--- src/rtl/sio_cfg_pkg.sv ---
package sio_cfg_pkg;

  localparam logic [7:0] IX_EXIT  = 8'h02;
  localparam logic [7:0] IX_LDN   = 8'h07;
  localparam logic [7:0] IX_IDHI  = 8'h20;
  localparam logic [7:0] IX_IDLO  = 8'h21;
  localparam logic [7:0] IX_REV   = 8'h22;
  localparam logic [7:0] IX_ACT   = 8'h30;
  localparam logic [7:0] IX_BASEH = 8'h60;
  localparam logic [7:0] IX_BASEL = 8'h61;

  localparam logic [7:0] EXIT_CODE = 8'h02;
  localparam logic [7:0] IDLE_BUS  = 8'hFF;
  localparam int         KEY_LEN   = 4;

  typedef enum logic [2:0] {
    KS_WAIT0,
    KS_WAIT1,
    KS_WAIT2,
    KS_WAIT3,
    KS_OPEN
  } key_state_t;

  function automatic logic [7:0] key_byte(input int pos);
    case (pos)
      0:       key_byte = 8'h87;
      1:       key_byte = 8'h01;
      default: key_byte = 8'h55;
    endcase
  endfunction

endpackage

--- src/rtl/sio_cfg_unlock.sv ---
module sio_cfg_unlock
  import sio_cfg_pkg::*;
(
  input  logic       clk,
  input  logic       rst,
  input  logic       key_wr,
  input  logic [7:0] key_data,
  input  logic       exit_req,
  output logic       open
);

  key_state_t state_q, state_d;

  always_comb begin
    state_d = state_q;
    case (state_q)
      KS_OPEN: if (exit_req) state_d = KS_WAIT0;
      KS_WAIT0: if (key_wr && key_data == key_byte(0)) state_d = KS_WAIT1;
      KS_WAIT1:
        if (key_wr) begin
          if (key_data == key_byte(1))      state_d = KS_WAIT2;
          else if (key_data == key_byte(0)) state_d = KS_WAIT1;
          else                              state_d = KS_WAIT0;
        end
      KS_WAIT2:
        if (key_wr) begin
          if (key_data == key_byte(2))      state_d = KS_WAIT3;
          else if (key_data == key_byte(0)) state_d = KS_WAIT1;
          else                              state_d = KS_WAIT0;
        end
      KS_WAIT3:
        if (key_wr) begin
          if (key_data == key_byte(3))      state_d = KS_OPEN;
          else if (key_data == key_byte(0)) state_d = KS_WAIT1;
          else                              state_d = KS_WAIT0;
        end
      default: state_d = KS_WAIT0;
    endcase
  end

  always_ff @(posedge clk) begin
    if (rst) state_q <= KS_WAIT0;
    else     state_q <= state_d;
  end

  assign open = (state_q == KS_OPEN);

endmodule

--- src/rtl/sio_cfg_bank.sv ---
module sio_cfg_bank
  import sio_cfg_pkg::*;
#(
  parameter int NUM_DEV = 4
) (
  input  logic                  clk,
  input  logic                  rst,
  input  logic                  wr_en,
  input  logic [7:0]            idx,
  input  logic [7:0]            ldn,
  input  logic [7:0]            wdata,
  output logic [NUM_DEV-1:0]    dev_active,
  output logic [16*NUM_DEV-1:0] dev_base
);

  for (genvar g = 0; g < NUM_DEV; g++) begin : g_dev
    logic        hit;
    logic        act_q;
    logic [15:0] base_q;

    assign hit = wr_en && (ldn == 8'(g));

    always_ff @(posedge clk) begin
      if (rst) begin
        act_q  <= 1'b0;
        base_q <= 16'h0000;
      end else if (hit) begin
        case (idx)
          IX_ACT:   act_q        <= wdata[0];
          IX_BASEH: base_q[15:8] <= wdata;
          IX_BASEL: base_q[7:0]  <= wdata;
          default:  ;
        endcase
      end
    end

    assign dev_active[g]         = act_q;
    assign dev_base[16*g +: 16]  = base_q;
  end

endmodule

--- src/rtl/sio_cfg_rdmux.sv ---
module sio_cfg_rdmux
  import sio_cfg_pkg::*;
#(
  parameter logic [15:0] CHIP_ID  = 16'hA5C3,
  parameter logic [3:0]  CHIP_REV = 4'h3
) (
  input  logic [7:0]  idx,
  input  logic [7:0]  ldn,
  input  logic        sel_ok,
  input  logic        sel_act,
  input  logic [15:0] sel_base,
  output logic [7:0]  value
);

  always_comb begin
    case (idx)
      IX_LDN:   value = ldn;
      IX_IDHI:  value = CHIP_ID[15:8];
      IX_IDLO:  value = CHIP_ID[7:0];
      IX_REV:   value = {4'h0, CHIP_REV};
      IX_ACT:   value = sel_ok ? {7'h00, sel_act} : 8'h00;
      IX_BASEH: value = sel_ok ? sel_base[15:8]   : 8'h00;
      IX_BASEL: value = sel_ok ? sel_base[7:0]    : 8'h00;
      default:  value = 8'h00;
    endcase
  end

endmodule

--- src/rtl/sio_cfg_port.sv ---
module sio_cfg_port
  import sio_cfg_pkg::*;
#(
  parameter int          ADDR_W     = 16,
  parameter int unsigned INDEX_PORT = 32'h2E,
  parameter int unsigned DATA_PORT  = 32'h2F,
  parameter logic [15:0] CHIP_ID    = 16'hA5C3,
  parameter logic [3:0]  CHIP_REV   = 4'h3,
  parameter int          NUM_DEV    = 4
) (
  input  logic                  clk,
  input  logic                  rst,
  input  logic [ADDR_W-1:0]     io_addr,
  input  logic                  io_wr,
  input  logic                  io_rd,
  input  logic [7:0]            io_wdata,
  output logic [7:0]            io_rdata,
  output logic                  cfg_open,
  output logic [NUM_DEV-1:0]    dev_active,
  output logic [16*NUM_DEV-1:0] dev_base
);

  localparam int SEL_W = (NUM_DEV > 1) ? $clog2(NUM_DEV) : 1;

  logic             hit_idx, hit_dat;
  logic             open;
  logic             key_wr, exit_req, cfg_wr;
  logic [7:0]       idx_q, ldn_q;
  logic             sel_ok;
  logic [SEL_W-1:0] sel;
  logic [7:0]       reg_val;
  logic [7:0]       rdata_q;

  assign hit_idx = (io_addr == ADDR_W'(INDEX_PORT));
  assign hit_dat = (io_addr == ADDR_W'(DATA_PORT));

  assign key_wr   = io_wr && hit_idx && !open;
  assign exit_req = io_wr && hit_dat && open && (idx_q == IX_EXIT) && (io_wdata == EXIT_CODE);
  assign cfg_wr   = io_wr && hit_dat && open;

  sio_cfg_unlock u_unlock (
    .clk      (clk),
    .rst      (rst),
    .key_wr   (key_wr),
    .key_data (io_wdata),
    .exit_req (exit_req),
    .open     (open)
  );

  always_ff @(posedge clk) begin
    if (rst) begin
      idx_q <= 8'h00;
      ldn_q <= 8'h00;
    end else begin
      if (io_wr && hit_idx && open) idx_q <= io_wdata;
      if (cfg_wr && idx_q == IX_LDN) ldn_q <= io_wdata;
    end
  end

  assign sel_ok = (int'(ldn_q) < NUM_DEV);
  assign sel    = ldn_q[SEL_W-1:0];

  sio_cfg_bank #(.NUM_DEV(NUM_DEV)) u_bank (
    .clk        (clk),
    .rst        (rst),
    .wr_en      (cfg_wr),
    .idx        (idx_q),
    .ldn        (ldn_q),
    .wdata      (io_wdata),
    .dev_active (dev_active),
    .dev_base   (dev_base)
  );

  sio_cfg_rdmux #(.CHIP_ID(CHIP_ID), .CHIP_REV(CHIP_REV)) u_rdmux (
    .idx      (idx_q),
    .ldn      (ldn_q),
    .sel_ok   (sel_ok),
    .sel_act  (dev_active[sel]),
    .sel_base (dev_base[16*sel +: 16]),
    .value    (reg_val)
  );

  always_ff @(posedge clk) begin
    if (rst) begin
      rdata_q <= IDLE_BUS;
    end else if (io_rd) begin
      if (hit_idx)      rdata_q <= open ? idx_q   : IDLE_BUS;
      else if (hit_dat) rdata_q <= open ? reg_val : IDLE_BUS;
      else              rdata_q <= IDLE_BUS;
    end
  end

  assign io_rdata = rdata_q;
  assign cfg_open = open;

endmodule

--- config.mk ---
export PLATFORM = sky130hd
export DESIGN_NAME = sio_cfg_port
export DESIGN_NICKNAME = d
export VERILOG_FILES = /design/src/rtl/sio_cfg_pkg.sv /design/src/rtl/sio_cfg_unlock.sv /design/src/rtl/sio_cfg_bank.sv /design/src/rtl/sio_cfg_rdmux.sv /design/src/rtl/sio_cfg_port.sv
export SDC_FILE = /design/constraint.sdc
export NUM_CORES = 1
export LEC_CHECK = 0
export ABC_AREA = 1
export BUFFER_PORTS_ARGS = -buffer_cell sky130_fd_sc_hd__buf_2
export CORE_AREA = 5 5 115 139
export CTS_CLUSTER_SIZE = 20
export DETAILED_ROUTE_END_ITERATION = 10
export DIE_AREA = 0 0 120 144
export MAX_ROUTING_LAYER = met4
export SETUP_SLACK_MARGIN = 0.2
export SYNTH_ARGS = -nofsm -noshare
export SYNTH_HDL_FRONTEND = slang
export SYNTH_SLANG_ARGS = --single-unit
--- constraint.sdc ---
create_clock -name clk -period 1.8 [get_ports clk]
set_input_delay 0.27 -clock clk [delete_from_list [all_inputs] [get_ports clk]]
set_output_delay 0.27 -clock clk [all_outputs]
set_load 0.05 [all_outputs]
; ---- Word-level counts from Yosys, hierarchy flattened
; Cells that the tools add are included.
; W data, S select, Z words.
[word_totals]
register_bits = 95
latch_bits = 0
ramBits = 0
rom_bits = 0
in_bits = 28
n_memories = 0
[op_classes]
n_addsub = 0
n_mul = 0
div_mod_pow = 0
order_cmp = 2
n_eq_ne = 26
n_shift = 1
n_mux = 20
bitwise = 0
n_reduce_logical = 29
[op_table]
columns = op, n
row1 = $shiftx A64 B7 Y16, 1
row2 = $pmux W8 S7, 1
row3 = $mux W8, 6
row4 = $eq A16 B6 Y1 const B, 2
row5 = $eq A8 B2 Y1 const B, 4
row6 = $eq A8 B6 Y1 const B, 4
row7 = $eq A8 B7 Y1 const B, 3
row8 = $mux W3, 8
row9 = $reduce_and A2 Y1, 12
row10 = $eq A8 B1 Y1 const B, 2
row11 = $pmux W3 S5, 1
row12 = $logic_and A1 B1 Y1, 13
row13 = $ne A2 B1 Y1 const B, 5
row14 = $eq A8 B3 Y1 const B, 1
row15 = $eq A8 B8 Y1 const B, 1
row16 = $logic_not A8 Y1, 1
row17 = $lt A8 B3 Y1 const B, 1
row18 = $eq A3 B2 Y1 const B, 2
row19 = $reduce_and A5 Y1, 1
row20 = $eq A3 B1 Y1 const B, 1
row21 = $eq A3 B3 Y1 const B, 1
row22 = $logic_not A3 Y1, 1
row23 = $lt A2 B3 Y1 const B, 1
row24 = $mux W1, 3
row25 = other kinds (2), 2

; ---- Depth between registers and ports, before layout
[depth]
word_depth = 7
depth_mapped = 14
mapped_depth_nobuf = 13

; ---- Cells and area by module
; Synthesis repeated with hierarchy kept, for this count alone.
[unflattened]
cells_unflattened = 928
hier_area_um2 = 5798.1
[by_module_without_submodules]
columns = mod, instances, cells_per_inst, area_each_um2
row1 = sio_cfg_bank, 1, 442, 3094.2
row2 = sio_cfg_port, 1, 330, 1936.9
row3 = sio_cfg_rdmux, 1, 99, 460.4
row4 = sio_cfg_unlock, 1, 57, 306.5

; ---- Worst setup path after synthesis
; No wires, ideal clock.
[synth_timing]
path_kind = register -> register
start = register u_unlock.state_q[1]
end = register ldn_q[1]
setup_ns = 0.071
arrival_time_ns = 1.591
path_slack_ns = 0.138
stages_incl_launch_ff = 11
path_buffers = 1
period_less_slack_ns = 1.662
cell_sequence = dfxtp_1 inv_2 nand2_1 nor2_1 buf_2 nand2_1 nor2_1 nand2_1 clkinv_1 o21ai_0 a21oi_1
[synth_between]
elab_chain_cells = 3
[synth_lines]
columns = item, line_no
row1 = "start, declared", sio_cfg_unlock.sv:12  ; key_state_t state_q, state_d;
row2 = "start signal, assigned", sio_cfg_unlock.sv:43  ; else state_q <= state_d;
row3 = $eq A3 B3 Y1, sio_cfg_unlock.sv:46  ; assign open = (state_q == KS_OPEN);
row4 = net cfg_open, sio_cfg_port.sv:18  ; output logic cfg_open,
row5 = $logic_and A1 B1 Y1, sio_cfg_port.sv:39  ; assign cfg_wr = io_wr && hit_dat && open;
row6 = $logic_and A1 B1 Y1, sio_cfg_port.sv:56  ; if (cfg_wr && idx_q == IX_LDN) ldn_q <= io_wdata;
row7 = "end signal, assigned", sio_cfg_port.sv:56
row8 = "end, declared", sio_cfg_port.sv:28  ; logic [7:0] idx_q, ldn_q;
; The timed path passes the listed nets, and every way through them passes these cells.
; A chain may end at the register's enable or synchronous reset.

; ---- Worst setup path after layout
[layout_timing]
start = register u_unlock.state_q[0]
end = register u_bank.g_dev[2].base_q[10]
[layout_between]
elab_chain_cells = 4
[layout_lines]
columns = item, line_no
row1 = $eq A3 B3 Y1, sio_cfg_unlock.sv:46
row2 = $logic_and A1 B1 Y1, sio_cfg_port.sv:39
row3 = $logic_and A1 B1 Y1, sio_cfg_bank.sv:21  ; assign hit = wr_en && (ldn == 8'(g));
row4 = $reduce_and A2 Y1 (no line), -
row5 = "end signal, assigned", sio_cfg_bank.sv:30  ; IX_BASEH: base_q[15:8] <= wdata;
row6 = "end, declared", sio_cfg_bank.sv:19  ; logic [15:0] base_q;
; No other way between the ends.

==> metrics.log <==
[metrics] outcome: completed
[metrics] nets@finish: 945
[metrics] number of antenna violations at the first check in global routing: 0
[metrics] Slew HR: 0.6233
[metrics] crit path kind: flop to flop
[metrics] worst r2r dst: u_bank.g_dev[2].base_q[10]
[metrics] remaining number of nets flagged by the antenna check after routing: 0
[metrics] highest clock rate: 595.9 MHz
[metrics] class of the tightest hold or removal check: primary input to flop
[metrics] data required time of the critical path: 2020 ps
[metrics] level count of the clock H-tree: 3
[metrics] actual transition at the worst max-transition pin: 565.1 ps
[metrics] Diodes inserted: 0
[metrics] Final min period: 1678 ps
[metrics] library cells used by synthesis: 25
[metrics] leading cell type in the layout, fill and taps excluded: sky130_fd_sc_hd__nand2_1
[metrics] aggregate global-route resource usage: 0.2192
[metrics] die span in x: 120 um
[metrics] data arrival at the endpoint of the critical path: 1890 ps
[metrics] vias in the first global route: 5479
[metrics] via-per-instance ratio: 5.455
[metrics] Vert. Die Dim: 144 um
[metrics] commonest cells after routing, fill and taps aside: 201 x sky130_fd_sc_hd__nand2_1, 103 x sky130_fd_sc_hd__buf_2, 83 x sky130_fd_sc_hd__dfxtp_1
[metrics] setup repair after global routing missed its margin: true
[metrics] Post-Place Worst Slack: -46.61 ps
[metrics] number of port buffers: 104
[metrics] number of rows created at floorplan: 49
[metrics] part of the cycle the worst path needs: 0.9322
[metrics] CP Capture Point: u_bank.g_dev[2].base_q[10]
[metrics] Clock Sinks: 95
[metrics] post-route clock skew: 6.639 ps
[metrics] residual DRC count: 0
[metrics] wire length of the first global-routing pass: 29150 um
[metrics] number of buffers created by CTS: 9
[metrics] die footprint: 0.01728 mm2
[metrics] cell area power density: 604.7 mW/mm2
[metrics] pin count of the biggest net entering global routing: 50
[metrics] layout overhead on the synthesized area: 47.37%
[metrics] reg2reg setup slack: 120 ps
[metrics] global route overflow: 0
[metrics] crit path capture type: flop
[metrics] buffer cell driving the clock tree root: sky130_fd_sc_hd__clkbuf_16
[metrics] I/O pin cnt: 105
[metrics] Post-Syn Nets: 791
[metrics] Reg2Reg Depth: 11
[metrics] hold buffer count at cts: 0
[metrics] routability congestion estimate: 0.9028
[metrics] maximum resistive drop on vdd: 0.4573 mV
[metrics] TritonCTS clock tree: built
[metrics] Static Leakage: 0.003185 uW
[metrics] startpoint of the worst-slack reg-to-reg timing path: u_unlock.state_q[0]
[metrics] TNS Setup: 0 ps
[metrics] Synth warnings: 0
[metrics] clock-pin slew reported for the worst setup and hold paths after clock tree synthesis: 70 ps
[metrics] # setup viols final: 0
[metrics] vias after detailed routing: 6000
[metrics] initial detailed-routing violation count: 449
[metrics] crit path max fanout: 8
[metrics] post-synthesis instance total: 763
[metrics] Netlist Area Pre-Place: 0.004971 mm2
[metrics] detailed-placement wirelength estimate: 12950 um
[metrics] clock tree buffer depth: 2
[metrics] Max Transition Viols Final: 0
[metrics] area of the core: 0.01465 mm2
[metrics] Initial Util: 0.3393
[metrics] startpoint type of the worst setup path: flop
[metrics] mean cell area of the mapped netlist: 6.515 um2
[metrics] register bit count reported by yosys: 95
[metrics] average routed wire per standard cell: 17.76 um
[metrics] Total Routed Length: 19530 um
[metrics] endpoints failing hold: 0
[metrics] post-synthesis sequential area ratio: 0.3826
[metrics] clock insertion delay at the later pin of the skew report: 350 ps
[metrics] min setup slack post-route: 122.0 ps
[metrics] max-cap viol count: 0
[metrics] first element of the critical path: u_unlock.state_q[0]
[metrics] first-pass iteration count of the detailed router: 7
[metrics] proportion of layout cells with a drive suffix above 1: 0.3796
-- cell usage after synthesis --
cell | count | share of area
sky130_fd_sc_hd__a22oi_1 | 8 | 0.012
sky130_fd_sc_hd__buf_4 | 11 | 0.017
sky130_fd_sc_hd__clkbuf_1 | 35 | 0.026
sky130_fd_sc_hd__a21oi_1 | 85 | 0.086
sky130_fd_sc_hd__nor3_1 | 6 | 0.0060
sky130_fd_sc_hd__nor2_4 | 2 | 0.0045
sky130_fd_sc_hd__buf_2 | 14 | 0.014
sky130_fd_sc_hd__nand3b_1 | 2 | 0.0030
sky130_fd_sc_hd__nor3_2 | 1 | 0.0020
sky130_fd_sc_hd__a211oi_1 | 11 | 0.017
sky130_fd_sc_hd__dfxtp_1 | 95 | 0.38
sky130_fd_sc_hd__o21ai_0 | 14 | 0.014
sky130_fd_sc_hd__nor2_2 | 4 | 0.0050
sky130_fd_sc_hd__nand2_1 | 260 | 0.20
sky130_fd_sc_hd__nor2_1 | 51 | 0.039
sky130_fd_sc_hd__nand4_1 | 74 | 0.093
sky130_fd_sc_hd__or2_1 | 1 | 0.0013
sky130_fd_sc_hd__o22ai_1 | 2 | 0.0025
sky130_fd_sc_hd__o31ai_1 | 2 | 0.0030
sky130_fd_sc_hd__inv_1 | 37 | 0.028
sky130_fd_sc_hd__or2_0 | 1 | 0.0013
sky130_fd_sc_hd__nor4_1 | 4 | 0.0050
sky130_fd_sc_hd__nand3_1 | 39 | 0.039
sky130_fd_sc_hd__clkinv_1 | 2 | 0.0015
sky130_fd_sc_hd__inv_2 | 2 | 0.0015
-- power breakdown --
part	switching, uW	internal (uW)
combinational	165	56.7
clock	840	1260
sequential	4.24	2110
total	1010	3420
-- critical path, stage by stage (launching register included) --
cell and delay, ps:
sky130_fd_sc_hd__dfxtp_2 330, sky130_fd_sc_hd__clkinv_2 80, sky130_fd_sc_hd__nand2_4 70, sky130_fd_sc_hd__nor2_4 120
sky130_fd_sc_hd__inv_4 50, sky130_fd_sc_hd__nor2_4 210, sky130_fd_sc_hd__buf_12 140, sky130_fd_sc_hd__buf_16 120
sky130_fd_sc_hd__buf_4 120, sky130_fd_sc_hd__nand3_4 140, sky130_fd_sc_hd__nand2_2 100, sky130_fd_sc_hd__a21oi_1 60
-- cells by family (layout without fill, tap and decap cells) --
logic type | after synthesis | in the layout | share of synthesized area
compound gates | 122 | 122 | 0.1339
buf+inv | 101 | 260 | 0.08810
flops | 95 | 95 | 0.3826
simple gates | 445 | 445 | 0.3954
-- registers in the layout, indices dropped and copies added (netlist names) --
register             flops
ldn_q                    8
io_rdata                 8
u_bank.g_dev.base_q     64
u_unlock.state_q         3
u_bank.g_dev.act_q       4
idx_q                    8
-- how the worst min path moves through the flow --
stage,start,endpoint,slack (ps),cells past startpoint
detailed placement,io_rdata[1],io_rdata[1],450,2
finish,io_wdata[5],ldn_q[5],210,3
CTS,io_wdata[5],ldn_q[5],210,3
floorplan,io_wdata[3],ldn_q[3],420,2
global placement,io_rdata[1],io_rdata[1],450,2
global route,io_wdata[5],ldn_q[5],220,3
-- through the flow --
step / hold WS [ps] / utilization / instance area [um2] / cells / power, uW
after global routing: 223.5 / 0.5000 / 7326 / 1100 / 4552
after CTS: 206.3 / 0.4608 / 6753 / 1080 / 4445
after floorplan: 417.7 / - / 4974 / 763 / 2286
after global placement: 448.4 / 0.4036 / 5914 / 1038 / 2380
after detailed placement: 453.0 / 0.4036 / 5914 / 1038 / 2379
final: 207.8 / 0.5000 / 7326 / 1100 / 4430
-- repair_timing --
item | CTS | global route
pin swaps | 23 | 68
gates cloned | 5 | 5
setup buffers | 21 | 15
gates resized for setup | 46 | 125
endpoints found under the setup margin | 77 | 90
-- layer usage --
layer	track usage	up-vias	wire length (um)
met5	-	-	0
met4	0.1043	0	841
met3	0.03443	55	1334
met2	0.3689	284	9665
met1	0.2572	2776	7691
li1	-	2885	-
-- layout make-up --
class | instances | area, um2
Fill cell | 1445 | 7327
Multi-Input combinational cell | 567 | 3078
Sequential cell | 95 | 1922
Timing Repair Buffer | 203 | 1613
Clock buffer | 11 | 242.7
Tap cell | 178 | 222.7
Inverter | 41 | 166.4
Clock inverter | 5 | 81.33
(Power assumes the default switching activity.)
